$ cat config.mk
export PLATFORM = sky130hd
export DESIGN_NAME = atm_cell_delin
export DESIGN_NICKNAME = d
export VERILOG_FILES = /design/src/rtl/atm_hec_pkg.sv /design/src/rtl/hec_window.sv /design/src/rtl/hec_sync_fsm.sv /design/src/rtl/hec_status.sv /design/src/rtl/atm_cell_delin.sv
export SDC_FILE = /design/constraint.sdc
export NUM_CORES = 1
export LEC_CHECK = 0
export ABC_AREA = 1
export BUFFER_PORTS_ARGS = -buffer_cell sky130_fd_sc_hd__buf_2
export CAP_MARGIN = 15
export CELL_PAD_IN_SITES_DETAIL_PLACEMENT = 0
export CELL_PAD_IN_SITES_GLOBAL_PLACEMENT = 1
export CORE_ASPECT_RATIO = 1.25
export CORE_UTILIZATION = 40
export DETAILED_ROUTE_END_ITERATION = 8
export PLACE_DENSITY = 0.88
export SLEW_MARGIN = 0
export SYNTH_ARGS = -nofsm -noshare
export SYNTH_HDL_FRONTEND = slang
export SYNTH_SLANG_ARGS = --single-unit
$ cat constraint.sdc
create_clock -name clk -period 2.7 [get_ports clk]
set_clock_uncertainty 0.2 [all_clocks]
set_input_delay 0.675 -clock clk [delete_from_list [all_inputs] [get_ports clk]]
set_output_delay 0.675 -clock clk [all_outputs]
set_load 0.05 [all_outputs]
$ cat src/rtl/atm_hec_pkg.sv
package atm_hec_pkg;
  localparam int OCTET_W     = 8;
  localparam int HDR_OCTETS  = 5;
  localparam int CELL_OCTETS = 53;
  localparam int WIN_W       = HDR_OCTETS * OCTET_W;
  localparam int HDR_W       = WIN_W - OCTET_W;
  localparam int CELL_BITS   = CELL_OCTETS * OCTET_W;
  localparam int HUNT_GAP    = CELL_BITS + 1;
  localparam int GAP_W       = $clog2(HUNT_GAP + 1);
  localparam int STAT_W      = 8;
  localparam int N_EV        = 2;

  localparam logic [OCTET_W-1:0] HEC_POLY  = 8'h07;
  localparam logic [OCTET_W-1:0] HEC_COSET = 8'h55;

  typedef enum logic [1:0] {
    ST_HUNT    = 2'd0,
    ST_PRESYNC = 2'd1,
    ST_SYNC    = 2'd2
  } dlin_state_e;

  // Serial CRC-8 over the header bits, oldest bit first, then the coset.
  function automatic logic [OCTET_W-1:0] hec_calc(input logic [HDR_W-1:0] hdr);
    logic [OCTET_W-1:0] crc;
    crc = '0;
    for (int i = HDR_W - 1; i >= 0; i--) begin
      crc = {crc[OCTET_W-2:0], 1'b0} ^ ((crc[OCTET_W-1] ^ hdr[i]) ? HEC_POLY : '0);
    end
    return crc ^ HEC_COSET;
  endfunction
endpackage

$ cat src/rtl/hec_window.sv
module hec_window
  import atm_hec_pkg::*;
(
  input  logic clk,
  input  logic rst_n,
  input  logic din,
  input  logic din_vld,
  output logic hdr_match
);
  logic [WIN_W-1:0] win_q;
  logic [WIN_W-1:0] win_d;

  assign win_d = {win_q[WIN_W-2:0], din};

  always_ff @(posedge clk) begin
    if (!rst_n)       win_q <= '0;
    else if (din_vld) win_q <= win_d;
  end

  // Judged on the window including the bit arriving this cycle.
  assign hdr_match = (hec_calc(win_d[WIN_W-1:OCTET_W]) == win_d[OCTET_W-1:0]);
endmodule

$ cat src/rtl/hec_sync_fsm.sv
module hec_sync_fsm
  import atm_hec_pkg::*;
#(
  parameter int CNT_W = 4
) (
  input  logic             clk,
  input  logic             rst_n,
  input  logic             din_vld,
  input  logic             hdr_match,
  input  logic [CNT_W-1:0] delta,
  input  logic [CNT_W-1:0] alpha,
  output logic             test_fire,
  output logic             ev_lcd,
  output logic             ev_hec,
  output logic             in_sync,
  output logic             cell_start
);
  localparam logic [GAP_W-1:0] LIM_HUNT  = GAP_W'(HUNT_GAP - 1);
  localparam logic [GAP_W-1:0] LIM_CELL  = GAP_W'(CELL_BITS - 1);
  localparam logic [GAP_W-1:0] GAP_START = GAP_W'(HUNT_GAP - WIN_W);

  dlin_state_e      state_q, state_d;
  logic [GAP_W-1:0] gap_q, gap_lim;
  logic [CNT_W-1:0] run_q, run_d;
  logic [CNT_W:0]   run_inc;
  logic             cs_q;

  assign gap_lim   = (state_q == ST_HUNT) ? LIM_HUNT : LIM_CELL;
  assign test_fire = din_vld && (gap_q == gap_lim);
  assign run_inc   = {1'b0, run_q} + 1'b1;

  always_comb begin
    state_d = state_q;
    run_d   = run_q;
    if (test_fire) begin
      unique case (state_q)
        ST_HUNT: if (hdr_match) state_d = ST_PRESYNC;
        ST_PRESYNC: begin
          if (!hdr_match)                      state_d = ST_HUNT;
          else if (run_inc >= {1'b0, delta})   state_d = ST_SYNC;
          else                                 run_d = run_inc[CNT_W-1:0];
        end
        ST_SYNC: begin
          if (hdr_match)                       run_d = '0;
          else if (run_inc >= {1'b0, alpha})   state_d = ST_HUNT;
          else                                 run_d = run_inc[CNT_W-1:0];
        end
        default: state_d = ST_HUNT;
      endcase
    end
    if (state_d != state_q) run_d = '0;
  end

  assign ev_lcd  = test_fire && ((state_q == ST_SYNC) != (state_d == ST_SYNC));
  assign ev_hec  = test_fire && !hdr_match && (state_q != ST_HUNT);
  assign in_sync = (state_q == ST_SYNC);

  always_ff @(posedge clk) begin
    if (!rst_n) begin
      state_q <= ST_HUNT;
      gap_q   <= GAP_START;
      run_q   <= '0;
      cs_q    <= 1'b0;
    end else begin
      state_q <= state_d;
      run_q   <= run_d;
      cs_q    <= test_fire && (state_d == ST_SYNC);
      if (din_vld) gap_q <= test_fire ? '0 : gap_q + 1'b1;
    end
  end

  assign cell_start = cs_q;
endmodule

$ cat src/rtl/hec_status.sv
module hec_status
  import atm_hec_pkg::*;
(
  input  logic              clk,
  input  logic              rst_n,
  input  logic              ev_lcd,
  input  logic              ev_hec,
  input  logic              rd,
  output logic [STAT_W-1:0] stat
);
  logic [N_EV-1:0] ev;
  logic [N_EV-1:0] sticky_q;

  assign ev = {ev_lcd, ev_hec};

  always_ff @(posedge clk) begin
    if (!rst_n) sticky_q <= '0;
    else        sticky_q <= ev | (sticky_q & {N_EV{~rd}});
  end

  assign stat = {{(STAT_W-N_EV){1'b0}}, sticky_q};
endmodule

$ cat src/rtl/atm_cell_delin.sv
module atm_cell_delin
  import atm_hec_pkg::*;
#(
  parameter int CNT_W = 4
) (
  input  logic              clk,
  input  logic              rst_n,
  input  logic              din,
  input  logic              din_vld,
  input  logic [CNT_W-1:0]  delta,
  input  logic [CNT_W-1:0]  alpha,
  input  logic              stat_rd,
  output logic              cell_start,
  output logic              lcd,
  output logic [STAT_W-1:0] stat,
  output logic              irq
);
  logic hdr_match;
  logic test_fire;
  logic ev_lcd;
  logic ev_hec;
  logic in_sync;

  hec_window u_win (
    .clk       (clk),
    .rst_n     (rst_n),
    .din       (din),
    .din_vld   (din_vld),
    .hdr_match (hdr_match)
  );

  hec_sync_fsm #(.CNT_W(CNT_W)) u_fsm (
    .clk        (clk),
    .rst_n      (rst_n),
    .din_vld    (din_vld),
    .hdr_match  (hdr_match),
    .delta      (delta),
    .alpha      (alpha),
    .test_fire  (test_fire),
    .ev_lcd     (ev_lcd),
    .ev_hec     (ev_hec),
    .in_sync    (in_sync),
    .cell_start (cell_start)
  );

  hec_status u_stat (
    .clk    (clk),
    .rst_n  (rst_n),
    .ev_lcd (ev_lcd),
    .ev_hec (ev_hec),
    .rd     (stat_rd),
    .stat   (stat)
  );

  assign lcd = ~in_sync;
  assign irq = |stat;
endmodule

Word-level counts from Yosys, hierarchy flattened
Cells that the tools add are included.

Input port bits: 13. Output and inout bits: 11. Logic and storage cells: 146. Register bits: 57.

$add $sub $neg: 2. Magnitude comparators: 2. Multiplexer cells: 46. Eq/ne operators: 10. Bitwise logic cells: 68. Reduce and logical (&&, ||, !) cells: 12.

Operators by type and width (count): $xor 8x8->8 (31); $mux 3 (32); $xor 1x1->1 (30); $mux 4 (5); $mux 2 (6); $ge 5x4->1 (2); $add 9x1->9 const B (1); $eq 9x9->1 (1); $mux 9 (1); $eq 8x8->1 (1); $pmux 4 s2 (1); $pmux 2 s3 (1); $add 4x1->5 const B (1); $logic_and 1x1->1 (5); $reduce_and 5->1 (1); $eq 2x2->1 const B (2); $not 4->4 (1); $reduce_bool 2->1 (2); $reduce_or 2->1 (2); $ne 3x2->1 const B (1); $not 1->1 (3); $and 2x2->2 (1); $eq 2x1->1 const B (1); $logic_not 2->1 (1); other kinds (7) (7).

Longest topological paths before layout
Gate-level depths: netlist of run 1.

Depth in word-level cells: 102. Mapped depth: 33. Gate-level depth less buffers: 33.

Modules after synthesis
From an unflattened synthesis of run 1, not the netlist that was laid out.

Cells, all modules: 736. Area, all modules: 4334.2 um2.

By module, submodules not included: hec_window (area each 2905.3 um2, times used 1, cells each 509, seq. area each 780.7 um2); hec_sync_fsm (area each 1247.4 um2, times used 1, cells each 194, seq. area each 320.3 um2); hec_status (area each 121.4 um2, times used 1, cells each 17, seq. area each 40.0 um2); atm_cell_delin (area each 60.1 um2, times used 1, cells each 16, seq. area each 0.0 um2).

Least setup slack after synthesis of run 1
No wires, ideal clock.

Path kind: register -> register. From: register u_win.win_q[37]. To: register u_stat.sticky_q[1]. Clock period less this slack: 2848 ps. Buffers on the path: 0. Cell stages (with the launch flop): 30. Data arrival time: 2534 ps. Slack: -148 ps. Required time: 2386 ps. Library setup time: 114 ps. Cell sequence: dfxtp_1 > inv_2 > nand2_1 > nand2_1 > nand2_2 > nand2_4 > nand2_2 > nand2_2 > nand2_2 > nand2_1 > nand2_1 > nand3_1 > nand2_2 > nand2_4 > nand2_2 > nand2_4 > nand2_4 > nor2_1 > nor2_2 > nand3_2 > nor2_4 > nand2_4 > nand2_1 > nand3_2 > nand2_2 > nand2_2 > nand2_2 > nand2_1 > nand3_1 > nand2_1.

Word-level cells in the longest chain between the ends: 52. Elaborated cells on any way between the ends: 86. Classes of those cells: 3 x eq/ne; 27 x mux; 55 x bitwise; 1 x reduce/logical.

Ends and longest elaborated chain: start: declaration (RTL line hec_window.sv:10) `logic [WIN_W-1:0] win_q;`; start signal: assignment (RTL line hec_window.sv:17) `else if (din_vld) win_q <= win_d;`; $xor 1x1->1 (*) (RTL line atm_hec_pkg.sv:27) `crc = {crc[OCTET_W-2:0], 1'b0} ^ ((crc[OCTET_W-1] ^ hdr[i]) ? HEC_POLY : '0);`; $mux 3 (*) (RTL line atm_hec_pkg.sv:27); $xor 8x8->8 (*) (6 in series) (RTL line atm_hec_pkg.sv:27); $xor 1x1->1 (RTL line atm_hec_pkg.sv:27); $mux 3 (RTL line atm_hec_pkg.sv:27); $xor 8x8->8 (*) (6 in series) (RTL line atm_hec_pkg.sv:27); $xor 1x1->1 (RTL line atm_hec_pkg.sv:27); $mux 3 (RTL line atm_hec_pkg.sv:27); [... 26 more ...]; $eq 8x8->1 (*) (RTL line hec_window.sv:21) `assign hdr_match = (hec_calc(win_d[WIN_W-1:OCTET_W]) == win_d[OCTET_W-1:0]);`; $mux 2 (on tied branches) (RTL line hec_sync_fsm.sv:44, hec_sync_fsm.sv:37, hec_sync_fsm.sv:39); $pmux 2 s3 (*) (RTL line hec_sync_fsm.sv:36) `unique case (state_q)`; $mux 2 (*) (RTL line hec_sync_fsm.sv:35) `if (test_fire) begin`; $eq 2x2->1 (*) (RTL line hec_sync_fsm.sv:54) `assign ev_lcd = test_fire && ((state_q == ST_SYNC) != (state_d == ST_SYNC));`; $ne 1x1->1 (*) (RTL line hec_sync_fsm.sv:54); $logic_and 1x1->1 (*) (RTL line hec_sync_fsm.sv:54); $or 2x2->2 (*) (RTL line hec_status.sv:18) `else sticky_q <= ev | (sticky_q & {N_EV{~rd}});`; end signal: assignment (RTL line hec_status.sv:18); end: declaration (RTL line hec_status.sv:12) `logic [N_EV-1:0] sticky_q;`.

Mark *: on every way between the ends. The rest lies on a longest branch, timed or not. A chain may end at the register's enable or synchronous reset.

Final worst setup path of run 1
From: register u_win.win_q[36]. To: register u_fsm.run_q[0].

Word-level cells in the longest chain between the ends: 47. Elaborated cells on any way between the ends: 86. Classes of those cells: 4 x eq/ne; 28 x mux; 52 x bitwise; 2 x reduce/logical.

Ends and longest elaborated chain: $xor 1x1->1 (*) (RTL line atm_hec_pkg.sv:27); $mux 3 (*) (RTL line atm_hec_pkg.sv:27); $xor 8x8->8 (*) (6 in series) (RTL line atm_hec_pkg.sv:27); $xor 1x1->1 / $xor 8x8->8 (equally long branches) (RTL line atm_hec_pkg.sv:27); $mux 3 (tied with other cells) (RTL line atm_hec_pkg.sv:27); $xor 8x8->8 (*) (7 in series) (RTL line atm_hec_pkg.sv:27); $xor 1x1->1 (tied with other cells) (RTL line atm_hec_pkg.sv:27); $mux 3 (tied with other cells) (RTL line atm_hec_pkg.sv:27); [... 20 more ...]; $xor 8x8->8 (*) (RTL line atm_hec_pkg.sv:27); $not 4->4 (no source line); $eq 8x8->1 (*) (RTL line hec_window.sv:21); $mux 2 (on tied branches) (RTL line hec_sync_fsm.sv:44, hec_sync_fsm.sv:37, hec_sync_fsm.sv:39); $pmux 2 s3 (RTL line hec_sync_fsm.sv:36); $mux 2 (RTL line hec_sync_fsm.sv:35); $ne 2x2->1 (RTL line hec_sync_fsm.sv:51) `if (state_d != state_q) run_d = '0;`; $reduce_or 2->1 (no source line); end signal: assignment (RTL line hec_sync_fsm.sv:66) `run_q <= run_d;`; end: declaration (RTL line hec_sync_fsm.sv:24) `logic [CNT_W-1:0] run_q, run_d;`.

Marked as above.

==> impl_metrics.json, run 1 <==
{
  "p_total_mw": 4.14,
  "drt_iter0_drc": 249,
  "violations": "setup timing",
  "rr_endpoint": "u_fsm.run_q[0]",
  "clock_latency_ns": 0.33,
  "synth-seq-cells": 57,
  "boundaryPins": 24,
  "portBuffers": 17,
  "synth_top_flop_cell": "dfxtp_1",
  "p_switching_mw": 1.78,
  "holdPathStages": 2,
  "synth-seq-area-share_pct": 26.6,
  "p_int_mw": 2.36,
  "hold_path_startpoint": "u_stat.sticky_q[0]",
  "cts-root-buf": "clkbuf_16",
  "dp_slack_ns": -0.604,
  "dpl-instance-area_sq_um": 4820,
  "final_cell_area_sq_um": 5960,
  "cp_max_fo": 8,
  "slew_violations": 0,
  "fmax_mhz": 308,
  "required_ns": 2.73,
  "antenna_found_initial": 0,
  "utilization_pct": 58.1,
  "syn_area_sq_um": 4280,
  "yosysWarnings": 0,
  "synthCells": 676,
  "leakagePower_nw": 2.87,
  "core_sq_um": 10300,
  "ctsHoldBuffers": 0,
  "initial_core_util_pct": 41.8,
  "cap_violations": 0,
  "die_area_sq_um": 11100,
  "yosys.area.top_type_share_pct": 26.6,
  "ys_types": 37,
  "die_h_um": 118,
  "cp-start-kind": "flip-flop",
  "wl_per_cell_um": 13.5,
  "rrSetupSlack_ns": -0.54,
  "rows": 41,
  "worst_slack_ns": -0.543,
  "antenna_left": 0,
  "hold-path-endpoint": "u_stat.sticky_q[0]",
  "routed_wl_um": 11700,
  "grt_usage_pct": 20.6,
  "reg2regPathDepth": 28,
  "peakVddDrop_mv": 0.448,
  "firstDrtPassIters": 4,
  "powerDensity_nw_per_um2": 694,
  "pwr-share-comb_pct": 50.7,
  "grt_max_degree": 40,
  "diodes": 0,
  "avgSynthCellArea_sq_um": 6.34,
  "r2r_start": "u_win.win_q[36]",
  "pwr-share-seq_pct": 22.5,
  "finalSetupViolCount": 9,
  "final_layout_size_suffix_gt1_share_pct": 41.9,
  "yosys.area.top_type": "dfxtp_1",
  "switching_share_pct": 43.0,
  "place.gp.congestion": 0.876,
  "yosys-top-cells-area": "dfxtp_1 27%, nand2_1 18%, nand3_1 8.2%",
  "avgViaCountPerCell": 5.18,
  "fin_crit_ns": 3.24,
  "post-route-period-util_pct": 120,
  "grt_pass1_vias": 4180,
  "tns_ns": -4.26,
  "drc_errors": 0,
  "crit_path_frequent_cell": "nand2_4",
  "htree_levels": 3,
  "async_reset_ff_share_pct": 0,
  "hold_viol_final": 0,
  "cts.sinks": 57,
  "endpoint_kind": "flip-flop",
  "criticalPathCategory": "reg2reg",
  "clkPwrFrac_pct": 26.8,
  "rsz0062_at_grt": "true",
  "area_delta_synth_final_pct": 39.2,
  "grt_pass1_wl_um": 18300,
  "cts_tree": "built",
  "outcome": "finished with violations",
  "hpwl_um": 8190,
  "worstPathArrival_ns": 3.27,
  "overflow": 0,
  "cts_buffers": 9,
  "slowest_stage": "dfxtp_4",
  "clk_path_buf_depth": 2,
  "cts.clk_slew.worst_paths_ns": 0.05,
  "die_x_um": 94.6,
  "nets": 763,
  "vias": 4503,
  "hold_path_class": "reg2reg",
  "synth_edf_count": 0,
  "cp_slowest_stage_delay_ns": 0.36
}
## per-stage QoR
stage                     hold WS [ns]  instances
after global routing             0.320        869
final                            0.281        869
after detailed placement         0.274        844
after floorplan                  0.258        681
after CTS                        0.286        859
after global placement           0.262        844
## timing repair
item                                    4_1_cts  5_1_grt
setup buffers                                 0       10
pin swaps                                     6       56
endpoints found under the setup margin        9        9
resized for setup                            23      180
gates cloned                                  0        0
## Yosys cell counts (2+ instances only)
cell type,count
nand2_4,8
dfxtp_1,57
buf_4,6
nand3_2,13
nor2_4,2
ha_1,14
nand4_1,7
inv_1,80
o21ai_2,2
nand2_2,42
inv_2,11
clkinv_1,2
nand3b_1,5
xnor2_1,5
clkbuf_1,13
xor2_1,8
nor3_1,4
a21oi_2,2
o21ai_0,47
nand2_1,202
nand3_1,70
a21oi_1,44
nor2_1,18
## area by class of cell
cell class | count | area, sq um
sequential | 57 | 1180
inverter | 93 | 377
fill | 937 | 4300
tap | 129 | 161
clock inverter | 2 | 10.0
timing repair buffer | 63 | 434
clock buffer | 13 | 282
multi-input combinational | 512 | 3520
## layout by cell type, fill, tap and decap left out, drive strengths merged
cell | Yosys | layout
o21a | 1 | 1
o32ai | 1 | 1
clkinv | 2 | 3
nor2 | 21 | 21
buf | 6 | 63
a21oi | 46 | 46
nand3 | 84 | 84
o211ai | 1 | 1
nand2 | 252 | 252
nand3b | 6 | 6
a21boi | 1 | 1
and3 | 1 | 1
ha | 14 | 14
nor3 | 5 | 5
clkbuf | 13 | 13
nand4 | 8 | 8
a211oi | 1 | 1
dfxtp | 57 | 57
or2 | 1 | 1
xor2 | 8 | 8
o21ai | 49 | 49
xnor2 | 5 | 5
nor3b | 1 | 1
conb | 1 | 6
inv | 91 | 92
## worst max-delay path, delay by kind of cell (launching register included)
| family | cells | cell delay [ns] |
|---|---|---|
| and+or+nand+nor | 22 | 1.95 |
| DFF | 1 | 0.36 |
| buffers and inverters | 4 | 0.39 |
| AOI/OAI and AO/OA | 2 | 0.21 |
## worst max-delay path by stage
stage | startpoint | end | depth (start not counted)
floorplan | u_win.win_q[37] | u_stat.sticky_q[1] | 30
global placement | u_win.win_q[30] | u_fsm.run_q[3] | 25
detailed placement | u_win.win_q[30] | u_fsm.run_q[3] | 29
CTS | u_win.win_q[30] | u_fsm.run_q[3] | 28
global route | u_win.win_q[31] | u_fsm.run_q[1] | 29
finish | u_win.win_q[36] | u_fsm.run_q[0] | 28
## cell families (layout without fill, tap and decap cells)
group           count (synthesis)  count (layout)  share of synthesized area, %
buf+inv                       112             171                          10.3
compound gates                100             100                          12.4
other cells                     1               6                        0.0875
xor+xnor                       13              13                          2.66
fa+ha+maj                      14              14                          4.09
flops                          57              57                          26.6
simple gates                  379             379                          43.8
## metal layers
| metal | wire length [um] | global-route usage (%) |
|---|---|---|
| met2 | 6110 | 36.5 |
| met5 | 0 | 0 |
| met3 | 225 | 2.58 |
| met4 | 390 | 9.38 |
| met1 | 5000 | 24.1 |
## power groups by stage
| stage | logic, mW | registers (mW) | clock network [mW] |
|---|---|---|---|
| after detailed placement | 1.56 | 0.941 | 0 |
| after floorplan | 1.25 | 0.932 | 0 |
| after global routing | 2.30 | 0.936 | 1.16 |
| after global placement | 1.53 | 0.939 | 0 |
| after CTS | 1.63 | 0.923 | 1.12 |
| final | 2.10 | 0.932 | 1.11 |
## state kept, by name, summed over array words and instances, names as in the netlist
name              count
u_win.win_q          39
u_fsm.gap_q           9
u_fsm.run_q           4
u_fsm.state_q         2
u_stat.sticky_q       2
u_fsm.cell_start      1
Note: power is estimated with default switching activity, not from simulation.
==> run 2: changes to the inputs <==
- CELL_PAD_IN_SITES_DETAIL_PLACEMENT: 0 -> 2
- CELL_PAD_IN_SITES_GLOBAL_PLACEMENT: 1 -> 2
- CORE_UTILIZATION: 40 -> 31
==> run 2 against run 1 <==
Effect of this change: critical endpoint is now u_fsm.cell_start; the run still ends with setup timing left; total power grew 24%; critical path depth shrank 2; global-route usage grew 14 points; flip-flop and latch count is the same; sequential share of layout area shrank 1.5 points; design area grew 9.0%.
==> impl_metrics.json, run 2 (synthesis results as in run 1) <==
{
  "r2r_start": "u_win.win_q[30]",
  "wl_per_cell_um": 30.6,
  "hpwl_um": 12600,
  "avgViaCountPerCell": 5.89,
  "slew_violations": 0,
  "die_area_sq_um": 14300,
  "core_sq_um": 13300,
  "fmax_mhz": 255,
  "final_cell_area_sq_um": 6500,
  "die_h_um": 133,
  "finalSetupViolCount": 9,
  "cap_violations": 0,
  "powerDensity_nw_per_um2": 791,
  "portBuffers": 17,
  "antenna_left": 0,
  "worst_pin_slew_ns": 0.713,
  "largest_registers": "u_win.win_q: 39 flops, u_fsm.gap_q: 9 flops, u_fsm.run_q: 4 flops",
  "post-route-period-util_pct": 145,
  "criticalPathCategory": "reg2reg",
  "cts-root-buf": "clkbuf_16",
  "rsz0062_at_grt": "true",
  "fin_crit_ns": 3.92,
  "clock_latency_ns": 0.37,
  "routed_wl_um": 28300,
  "rrSetupSlack_ns": -1.22,
  "largest_reg_flops": 39,
  "peakVddDrop_mv": 0.525,
  "final_common_cell": "nand2_1",
  "grt_pass1_vias": 5992,
  "required_ns": 2.76,
  "final_layout_size_suffix_gt1_share_pct": 47.2,
  "reg2regPathDepth": 26,
  "layout_common_cells": "101 x nand2_1, 79 x nand2_2, 70 x inv_1",
  "cp-start-kind": "flip-flop",
  "endpoint_kind": "flip-flop",
  "rows": 47,
  "utilization_pct": 48.7,
  "violations": "setup timing",
  "htree_levels": 3,
  "cts_tree": "built",
  "initial_core_util_pct": 32.1,
  "cts.sinks": 57,
  "top_register": "u_win.win_q",
  "cts_buffers": 9,
  "hold-path-endpoint": "u_stat.sticky_q[1]",
  "overflow": 0,
  "vias": 5456,
  "boundaryPins": 24,
  "diodes": 0,
  "firstDrtPassIters": 5,
  "grt_usage_pct": 34.9,
  "hold_path_class": "reg2reg",
  "antenna_found_initial": 0,
  "area_delta_synth_final_pct": 51.8,
  "drt_iter0_drc": 290,
  "cts.clk_slew.worst_paths_ns": 0.05,
  "dp_slack_ns": -0.844,
  "place.gp.congestion": 0.833,
  "clk_path_buf_depth": 2,
  "leakagePower_nw": 3.02,
  "die_x_um": 107,
  "worstPathArrival_ns": 3.98,
  "grt_max_degree": 66,
  "rr_endpoint": "u_fsm.cell_start",
  "holdPathStages": 2,
  "hold_viol_final": 0,
  "worst_slack_ns": -1.22,
  "nets": 777,
  "hold_path_startpoint": "u_stat.sticky_q[1]",
  "drc_errors": 0,
  "cp_max_fo": 7,
  "grt_pass1_wl_um": 36500,
  "dpl-instance-area_sq_um": 4890,
  "outcome": "finished with violations",
  "max_slew_margin_pct": 52.5
}
run 2: changes by cell type in the layout (fill, tap and decap cells not counted), sizes merged:
cell / before / now
clkinv: 3 / 4
buf: 63 / 77
run 2: final cells by class:
class,instances,area (sq um)
fillers,1467,6850
multi-input cells,512,3860
flip-flops and latches,57,1180
repair buffers,77,592
inverters,93,382
clock buffers,13,260
well taps,171,214
clock inverters,3,15.0
run 2: repair_timing:
item	CTS	global route
gates cloned	0	0
buffers inserted	3	20
gates resized for setup	130	148
endpoints found under the setup margin	9	9
hold buffers	0	0
pin swaps	54	67
run 2: routing by layer:
layer	up-vias	wire, um	global-route usage [%]
met1	2741	10300	36.3
met3	145	1440	6.46
met5	-	0	0
li1	2310	-	-
met2	260	14400	62.8
met4	0	2260	23.7
run 2: per-stage QoR:
step                      hold slack [ns]  setup TNS (ns)  power, mW  instances
after floorplan                     0.258          -0.579       2.18        681
after global placement              0.267           -3.63       2.47        888
after detailed placement            0.289           -6.55       2.64        888
after CTS                           0.303           -5.95       4.13        907
after global routing                0.333          -11.28       5.28        926
final                               0.310           -9.97       5.14        926
run 2: worst max-delay path: stages (launching register included):
cell and delay [ns]:
dfxtp_2 0.34, inv_1 0.12, nand2_1 0.11, nand2_2 0.15
nand2_4 0.09, nand2_8 0.11, nand3_4 0.14, nand3b_1 0.28
nand2_4 0.11, buf_6 0.15, xnor2_4 0.23, inv_1 0.11
nand2_2 0.09, nand2_4 0.08, inv_4 0.08, nand2_2 0.09
nand2_1 0.09, nand2_2 0.07, nand2_2 0.09, nor2_4 0.06
nand2_4 0.15, nand2_4 0.08, nand2_4 0.09, nand3_2 0.10
a21oi_4 0.26, nand2_4 0.10, nor3_4 0.24
run 2: worst max path at each step:
stage | start | to | slack, ns | cells after the start
6_report | u_win.win_q[30] | u_fsm.cell_start | -1.22 | 26
5_1_grt | u_win.win_q[30] | u_fsm.run_q[3] | -1.37 | 26
4_1_cts | u_win.win_q[38] | u_fsm.run_q[1] | -0.75 | 29
3_5_place_dp | u_win.win_q[33] | u_stat.sticky_q[1] | -0.84 | 29
3_3_place_gp | u_win.win_q[33] | u_stat.sticky_q[1] | -0.53 | 29
2_1_floorplan | u_win.win_q[37] | u_stat.sticky_q[1] | -0.11 | 30
run 2: power by group:
part           switching (mW)  internal, mW  total (mW)  leakage [nW]
registers              0.0685         0.881       0.949         0.476
clock network           0.532         0.670        1.20         0.139
logic                    2.04         0.951        2.99          2.41
==> run 3: changes to the inputs <==
- CORE_UTILIZATION: 31 -> 30
- SYNTH_HIERARCHICAL: unset -> 1
==> run 3 against run 2 <==
Effect of this change: the run still ends with setup timing left; total power is 0.49% lower; hold slack better by 0.028 ns; synthesized area is 1.2% higher; utilization is 2.2 points lower; sequential share of layout area about the same; flip-flop and latch count unchanged; largest cell class unchanged.
==> impl_metrics.json, run 3 <==
{
  "yosys-top-cells-area": "dfxtp_1 26%, nand2_1 23%, inv_1 8.7%",
  "fmax_mhz": 241,
  "cp_top_family": "simple AND/OR/NAND/NOR gates",
  "layout_common_cells": "137 x nand2_1, 108 x nand2_2, 87 x inv_1",
  "cp_max_fo": 5,
  "slowest_stage": "dfxtp_4",
  "syn_area_sq_um": 4330,
  "diodes": 0,
  "n_fill_cell": 1566,
  "cts_tree": "built",
  "grt_pass1_wl_um": 37600,
  "top_register": "u_win/win_q",
  "cts_buffers": 9,
  "wl_per_cell_um": 29.4,
  "final_cell_area_sq_um": 6480,
  "hold_path_class": "reg2reg",
  "violations": "setup timing",
  "ys_types": 33,
  "boundaryPins": 24,
  "yosysWarnings": 6,
  "worst_slack_ns": -1.45,
  "synth-seq-area-share_pct": 26.3,
  "slew_violations": 0,
  "fin_crit_ns": 4.15,
  "yosysMostFrequentCell": "nand2_1",
  "nets": 832,
  "finalSetupViolCount": 9,
  "p_total_mw": 5.12,
  "synth_top_flop_cell": "dfxtp_1",
  "cts.sinks": 57,
  "drc_errors": 0,
  "largest_reg_flops": 39,
  "antenna_found_initial": 1,
  "hpwl_um": 12300,
  "die_h_um": 136,
  "firstDrtPassIters": 5,
  "grt_usage_pct": 34.7,
  "cts-root-buf": "clkbuf_16",
  "drt_iter0_drc": 306,
  "die_x_um": 110,
  "cp-start-kind": "flip-flop",
  "yosys-top-cells-count": "262 x nand2_1, 101 x inv_1, 66 x nand3_1, 57 x dfxtp_1, 43 x a21oi_1",
  "synth-seq-cells": 57,
  "worst_pin_slew_ns": 0.627,
  "cts.clk_slew.worst_paths_ns": 0.07,
  "leakagePower_nw": 3.12,
  "async_reset_ff_share_pct": 0,
  "hold_viol_final": 0,
  "cp_slowest_stage_delay_ns": 0.41,
  "tns_ns": -11.86,
  "clk_path_buf_depth": 2,
  "portBuffers": 17,
  "grt_max_degree": 42,
  "clock_latency_ns": 0.36,
  "grt_pass1_vias": 6482,
  "rows": 48,
  "rsz0062_at_grt": "true",
  "outcome": "finished with violations",
  "htree_levels": 3,
  "synth_edf_count": 0,
  "final_common_cell": "nand2_1",
  "antenna_left": 0,
  "post-route-period-util_pct": 154,
  "cp_num_buf_inv": 6,
  "utilization_pct": 46.5,
  "peakVddDrop_mv": 0.609,
  "largest_registers": "u_win/win_q: 39 flops, u_fsm/gap_q: 9 flops, u_fsm/run_q: 4 flops",
  "initial_core_util_pct": 31.1,
  "place.gp.congestion": 0.762,
  "max_slew_margin_pct": 58.2,
  "routed_wl_um": 29000,
  "endpoint_kind": "flip-flop",
  "vias": 5760,
  "synthCells": 736,
  "holdWs_ns": 0.338,
  "avgViaCountPerCell": 5.82,
  "die_area_sq_um": 14900,
  "required_ns": 2.79,
  "core_sq_um": 13900,
  "dpl-instance-area_sq_um": 4910,
  "cap_violations": 0,
  "final_layout_size_suffix_gt1_share_pct": 45.6,
  "yosys.area.top_type_share_pct": 26.3,
  "area_delta_synth_final_pct": 49.5,
  "worstPathArrival_ns": 4.24,
  "avgSynthCellArea_sq_um": 5.89,
  "overflow": 0,
  "criticalPathCategory": "reg2reg",
  "powerDensity_nw_per_um2": 790,
  "crit_path_frequent_cell": "nand2_4",
  "yosys.area.top_type": "dfxtp_1"
}
## run 3: cell types whose count changed after synthesis, sizes merged, moves of 2 or more
cell   change
nand4      -6
o21ai      -2
nand3      -6
xnor2      -4
nand2     +38
a31oi      +3
inv       +26
nor2      +24
ha         -4
a21oi      -3
o31ai      +2
buf        +2
xor2       -2
## run 3: layout make-up
class / instances / area [sq um] / share of cell area [%]
Clock buffer: 10 / 229 / 3.53
Clock inverter: 6 / 82.6 / 1.27
Inverter: 119 / 487 / 7.51
Multi-Input combinational cell: 545 / 3700 / 57.1
Sequential cell: 57 / 1180 / 18.2
Tap cell: 175 / 219 / 3.38
Timing Repair Buffer: 77 / 583 / 9.00
## run 3: repair_timing
item | CTS | global route
endpoints found under the setup margin | 9 | 10
resized for setup | 228 | 67
hold buffers | 0 | 0
pin swaps | 69 | 49
setup buffers | 13 | 7
## run 3: metal layers
layer	vias to the layer above	share of wire, %	global-route usage, %
met1	2819	34	32.6
li1	2436	-	-
met2	321	51	65.0
met5	-	0.045	0
met3	182	5.3	5.61
met4	2	9.3	28.1
## run 3: power by group
part / total [mW] / internal, mW / switching [mW]
clock network: 1.34 / 0.805 / 0.532
logic: 2.83 / 0.869 / 1.96
registers: 0.952 / 0.882 / 0.0696
## run 3: cell families after synthesis
group                      synth area share, %
and+or+nand+nor                           45.1
AOI/OAI and AO/OA                         11.2
xor gates and xnor gates                  1.59
buffers and inverters                     12.8
DFF                                       26.3
adders and majority gates                 2.89
other                                   0.0865
## run 3: worst paths after layout
check	from	to	slack (ns)	depth (start not counted)
setup reg to reg	u_win/win_q[31]	u_stat/sticky_q[1]	-1.45	31
hold / removal	u_stat/sticky_q[1]	u_stat/sticky_q[1]	0.34	2
hold reg to reg	u_stat/sticky_q[1]	u_stat/sticky_q[1]	0.34	2
setup / recovery	u_win/win_q[31]	u_stat/sticky_q[1]	-1.45	31
## run 3: through the flow
| stage | setup WS, ns | std cells |
|---|---|---|
| 2_1_floorplan | -0.286 | 741 |
| 3_3_place_gp | -0.791 | 954 |
| 3_5_place_dp | -1.25 | 954 |
| 4_1_cts | -0.840 | 983 |
| 5_1_grt | -1.52 | 989 |
| 6_report | -1.45 | 989 |
## run 3: worst register-to-register path, delay by kind of cell, from the launching register on
family	cells	cell delay (ns)
flip-flops	1	0.41
AND/OR/NAND/NOR	24	2.67
buffers and inverters	6	0.64
AO/OA/AOI/OAI	1	0.16
